$ cat config.mk
export PLATFORM = sky130hd
export DESIGN_NAME = pirq_router
export DESIGN_NICKNAME = d
export VERILOG_FILES = /design/src/rtl/pirq_pkg.sv /design/src/rtl/pirq_swizzle.sv /design/src/rtl/pirq_route_regs.sv /design/src/rtl/pirq_level_map.sv /design/src/rtl/pirq_router.sv
export SDC_FILE = /design/constraint.sdc
export NUM_CORES = 1
export LEC_CHECK = 0
export BUFFER_PORTS_ARGS = -buffer_cell sky130_fd_sc_hd__buf_2
export CAP_MARGIN = 20
export CORE_ASPECT_RATIO = 0.9
export CORE_UTILIZATION = 45
export CTS_BUF_LIST = sky130_fd_sc_hd__clkbuf_8
export CTS_CLUSTER_DIAMETER = 80
export DETAILED_ROUTE_END_ITERATION = 12
export PLACE_DENSITY = 0.74
export SETUP_SLACK_MARGIN = 0.1
export SYNTH_ARGS = -nofsm -noshare
export SYNTH_HDL_FRONTEND = slang
export SYNTH_HIERARCHICAL = 1
export SYNTH_SLANG_ARGS = --single-unit
$ cat constraint.sdc
create_clock -name clk -period 2.3 [get_ports clk]
set_input_delay 0.46 -clock clk [delete_from_list [all_inputs] [get_ports clk]]
set_output_delay 0.46 -clock clk [all_outputs]
set_load 0.05 [all_outputs]
$ cat src/rtl/pirq_pkg.sv
package pirq_pkg;

  // Device swizzle: slot number is devfn[7:3]; lines rotate by slot.
  function automatic logic [1:0] slot_swizzle(input logic [1:0] intx,
                                               input logic [7:0] devfn);
    logic [4:0] sum;
    sum = 5'(intx) + devfn[7:3] - 5'd1;
    return sum[1:0];
  endfunction

  // A routing byte is live when it names an existing output.
  function automatic logic route_live(input logic [7:0] val, input int n_out);
    return int'(val) < n_out;
  endfunction

  // Bit position of (output, line) in the level map.
  function automatic int map_index(input logic [7:0] out_sel, input int line,
                                   input int n_line);
    return int'(out_sel) * n_line + line;
  endfunction

endpackage

$ cat src/rtl/pirq_swizzle.sv
module pirq_swizzle (
  input  logic [1:0] intx,
  input  logic [7:0] devfn,
  output logic [1:0] line
);
  import pirq_pkg::*;

  assign line = slot_swizzle(intx, devfn);

endmodule

$ cat src/rtl/pirq_route_regs.sv
module pirq_route_regs #(
  parameter int          NUM_PIRQ   = 4,
  parameter int          NUM_OUT    = 16,
  parameter logic [7:0]  ROUTE_BASE = 8'h60,
  parameter logic [7:0]  ROUTE_RST  = 8'h80
) (
  input  logic                          clk,
  input  logic                          rst_n,
  input  logic                          we,
  input  logic [7:0]                    addr,
  input  logic [3:0]                    be,
  input  logic [31:0]                   wdata,
  output logic [31:0]                   rdata,
  input  logic [$clog2(NUM_PIRQ)-1:0]   q_pin,
  output logic                          q_en,
  output logic [$clog2(NUM_OUT)-1:0]    q_target,
  output logic [NUM_PIRQ-1:0][7:0]      route_nxt,
  output logic [NUM_PIRQ-1:0][7:0]      route_q,
  output logic                          route_wr
);
  import pirq_pkg::*;

  localparam int OW = $clog2(NUM_OUT);

  logic [NUM_PIRQ-1:0] hit;

  for (genvar i = 0; i < NUM_PIRQ; i++) begin : g_byte
    localparam logic [7:0] BYTE_ADDR = 8'(ROUTE_BASE + 8'(i));
    localparam int         LANE      = int'(BYTE_ADDR[1:0]);

    assign hit[i]       = we && (addr[7:2] == BYTE_ADDR[7:2]) && be[LANE];
    assign route_nxt[i] = hit[i] ? wdata[LANE*8 +: 8] : route_q[i];

    always_ff @(posedge clk or negedge rst_n) begin
      if (!rst_n) route_q[i] <= ROUTE_RST;
      else        route_q[i] <= route_nxt[i];
    end
  end

  assign route_wr = |hit;

  always_comb begin
    rdata = '0;
    for (int i = 0; i < NUM_PIRQ; i++) begin
      logic [7:0] ba;
      ba = 8'(ROUTE_BASE + 8'(i));
      if (addr[7:2] == ba[7:2]) rdata[int'(ba[1:0])*8 +: 8] = route_q[i];
    end
  end

  assign q_en     = route_live(route_q[q_pin], NUM_OUT);
  assign q_target = q_en ? route_q[q_pin][OW-1:0] : '0;

endmodule

$ cat src/rtl/pirq_level_map.sv
module pirq_level_map #(
  parameter int NUM_PIRQ = 4,
  parameter int NUM_OUT  = 16
) (
  input  logic                          clk,
  input  logic                          rst_n,
  input  logic [NUM_PIRQ-1:0][7:0]      route,
  input  logic [NUM_PIRQ-1:0]           lvl,
  output logic [NUM_OUT*NUM_PIRQ-1:0]   map_q,
  output logic [NUM_OUT-1:0]            irq_out
);
  import pirq_pkg::*;

  localparam int MAP_W = NUM_OUT * NUM_PIRQ;

  logic [MAP_W-1:0]   map_d;
  logic [NUM_OUT-1:0] out_d;

  // Map is rebuilt from scratch every cycle from live levels and routes.
  always_comb begin
    map_d = '0;
    for (int p = 0; p < NUM_PIRQ; p++) begin
      if (route_live(route[p], NUM_OUT))
        map_d[map_index(route[p], p, NUM_PIRQ)] = lvl[p];
    end
  end

  for (genvar k = 0; k < NUM_OUT; k++) begin : g_out
    assign out_d[k] = |map_d[k*NUM_PIRQ +: NUM_PIRQ];
  end

  always_ff @(posedge clk or negedge rst_n) begin
    if (!rst_n) begin
      map_q   <= '0;
      irq_out <= '0;
    end else begin
      map_q   <= map_d;
      irq_out <= out_d;
    end
  end

endmodule

$ cat src/rtl/pirq_router.sv
module pirq_router #(
  parameter int         NUM_PIRQ   = 4,
  parameter int         NUM_OUT    = 16,
  parameter logic [7:0] ROUTE_BASE = 8'h60
) (
  input  logic                          clk,
  input  logic                          rst_n,
  input  logic                          cfg_we,
  input  logic [7:0]                    cfg_addr,
  input  logic [3:0]                    cfg_be,
  input  logic [31:0]                   cfg_wdata,
  output logic [31:0]                   cfg_rdata,
  input  logic [NUM_PIRQ-1:0]           pirq_lvl,
  output logic [NUM_OUT-1:0]            irq_out,
  input  logic [$clog2(NUM_PIRQ)-1:0]   q_pin,
  output logic                          q_en,
  output logic [$clog2(NUM_OUT)-1:0]    q_target,
  input  logic [1:0]                    sw_intx,
  input  logic [7:0]                    sw_devfn,
  output logic [1:0]                    sw_pirq
);

  logic [NUM_PIRQ-1:0][7:0]    route_nxt;
  logic [NUM_PIRQ-1:0][7:0]    route_q;
  logic                        route_wr;
  logic [NUM_OUT*NUM_PIRQ-1:0] level_map;

  pirq_swizzle u_swz (
    .intx  (sw_intx),
    .devfn (sw_devfn),
    .line  (sw_pirq)
  );

  pirq_route_regs #(
    .NUM_PIRQ   (NUM_PIRQ),
    .NUM_OUT    (NUM_OUT),
    .ROUTE_BASE (ROUTE_BASE)
  ) u_regs (
    .clk       (clk),
    .rst_n     (rst_n),
    .we        (cfg_we),
    .addr      (cfg_addr),
    .be        (cfg_be),
    .wdata     (cfg_wdata),
    .rdata     (cfg_rdata),
    .q_pin     (q_pin),
    .q_en      (q_en),
    .q_target  (q_target),
    .route_nxt (route_nxt),
    .route_q   (route_q),
    .route_wr  (route_wr)
  );

  pirq_level_map #(
    .NUM_PIRQ (NUM_PIRQ),
    .NUM_OUT  (NUM_OUT)
  ) u_map (
    .clk     (clk),
    .rst_n   (rst_n),
    .route   (route_nxt),
    .lvl     (pirq_lvl),
    .map_q   (level_map),
    .irq_out (irq_out)
  );

endmodule

==> results.sh <==
export IMPL_status="complete, but fails checks"
export IMPL_violations="negative setup slack"
export IMPL_drc=0
export IMPL_grt_pass1_vias=2723
export IMPL_tightest_slew_ps=635
export IMPL_timing_critical_path_buf_inv=1
export IMPL_crit_path_end_kind="primary output"
export IMPL_final_common_cell="buf_2"
export IMPL_die_x_um=87.4
export IMPL_final_cell_mix="buf_2, nand3_1, dfrtp_1"
export IMPL_setup_slack_ps=-170
export IMPL_initial_utilization=0.475
export IMPL_grt_max_degree=28
export IMPL_area_growth_syn_to_layout_pct=43.5
export IMPL_slew_violations=0
export IMPL_cap_violations=0
export IMPL_skew_ps=6.27
export IMPL_vias=2901
export IMPL_synth_cells=268
export IMPL_ir_drop_v=0.000406
export IMPL_cp_num_cells=4
export IMPL_r2r_cells=7
export IMPL_min_path_type="input port to flop"
export IMPL_rsz0062_at_grt="true"
export IMPL_power_density_nw_per_um2=581
export IMPL_critical_path_class="flop to primary output"
export IMPL_antenna_found_initial=0
export IMPL_leakage_nw=2.26
export IMPL_via_per_inst=5.76
export IMPL_synth_nets=332
export IMPL_r2r_slack_ps=690
export IMPL_worstPathCellList="or4b_1 -> o221a_4 -> nor3b_4 -> buf_6"
export IMPL_place_inst=489
export IMPL_critPathArrivalTime_ps=2010
export IMPL_clkLatencyLatePin_ps=310
export IMPL_grtUsageTotal=0.280
export IMPL_grt_pass1_wl_um=14100
export IMPL_mappedNetlistArea_um2=2950
export IMPL_detail_route_iter0_violations=202
export IMPL_clockRootBuffer="clkbuf_8"
export IMPL_num_io_pins=118
export IMPL_fin_crit_sh=1.07
export IMPL_rows=27
export IMPL_path_max_fanout=5
export IMPL_die_y_um=78.9
export IMPL_core_region_area_um2=6220
export IMPL_p_total_mw=2.46
export IMPL_path_delay_family="simple AND/OR/NAND/NOR gates"
export IMPL_syn_area_per_cell_um2=11.0
export IMPL_startpoint="u_regs/route_q[29]"
export IMPL_gp_congestion=0.947
export IMPL_grt_overflow=0
export IMPL_setup_viol=5
export IMPL_reg2reg_to="u_map/irq_out[13]"
export IMPL_slew_headroom=0.576
export IMPL_final_antenna_net_count=0
export IMPL_max_clock_freq_mhz=405
export IMPL_fin_crit_ps=2470
export IMPL_firstDrtPassIters=5
export IMPL_h_tree_depth=2
export IMPL_crit_path_start_kind="flop"
export IMPL_r2r_start="u_regs/route_q[29]"
export IMPL_n_antenna_cell=0
export IMPL_layout_drive_gt1_share=0.549
export IMPL_cp_required_ps=1840
export IMPL_dpl_hpwl_um=7370
export IMPL_nets=480
export IMPL_wl_per_cell_um=18.7
export IMPL_ys_warn_count=6
export IMPL_dieArea_um2=6890
export IMPL_clockBufferDepth=2
export IMPL_worstHoldStart="cfg_wdata[22]"
export IMPL_clkSlewWorstSetupHoldPaths_ps=80
export IMPL_routed_wl_um=9400
export IMPL_max_stage_delay_ps=540
export IMPL_cp_endpoint="q_target[3]"
export IMPL_hold_viol=0
export IMPL_clkSinkCount=48
export IMPL_critPathSlowestCell="or4b_1"
export IMPL_layout_cells_non_filler=504
export IMPL_cts_tree="yes"
export IMPL_cts_buffers=5
export IMPL_io_buffers=109
-- where the power goes --
part	total, mW	switching (mW)	internal, mW
Combinational	0.781	0.448	0.333
Clock	0.724	0.293	0.430
Sequential	0.958	0.0474	0.910
-- worst min path at each step --
stage	end	slack, ps	cells after the start
floorplan	u_map/irq_out[0]	160	0
global placement	u_regs/route_q[21]	280	1
detailed placement	u_regs/route_q[21]	280	1
CTS	u_regs/route_q[22]	430	2
global route	u_regs/route_q[13]	430	2
finish	u_regs/route_q[22]	430	2
-- registers in the layout, indices dropped and copies added (netlist names) --
| name | cells |
|---|---|
| u_regs/route_q | 32 |
| u_map/irq_out | 16 |
-- timing repair --
action	CTS	global route
gates resized for setup	13	11
hold endpoints to repair	3	0
setup buffers	2	4
pin swaps	2	3
hold buffers	1	0
setup endpoints to repair	7	22
-- layout make-up --
class	instances	area [um2]
fill	510	1980
multi-input combinational	203	1800
sequential	48	1210
timing repair buffer	154	981
tap	87	109
clock buffer	5	68.8
clock inverter	3	63.8
inverter	4	15.0
-- worst register-to-register path: stages, from the launching register on --
cell and delay [ps]:
dfrtp_1 380, buf_4 130, buf_4 130, mux2_2 300
nor3_4 210, buf_12 160, nand4_1 120, nand4_1 120
-- per-stage QoR --
| step | hold slack (ps) | TNS, ps | util | setup WS (ps) | instance area, um2 |
|---|---|---|---|---|---|
| 6_report | 434 | -703 | 0.682 | -170 | 4240 |
| 4_1_cts | 427 | -659 | 0.669 | -157 | 4160 |
| 3_5_place_dp | 279 | -3530 | 0.635 | -242 | 3950 |
| 3_3_place_gp | 279 | -2870 | 0.635 | -195 | 3950 |
| 5_1_grt | 429 | -825 | 0.682 | -186 | 4240 |
| 2_1_floorplan | 164 | 0 | - | 13.1 | 3030 |
-- per-layer routing --
layer  track usage  routed length [um]  vias to the layer above
met5             0                   0                        -
met2         0.442                4480                      119
met4        0.0820                 146                        0
met1         0.393                4200                     1422
met3        0.0499                 567                       13
li1              -                   -                     1347
Note: power is estimated with default switching activity, not from simulation.
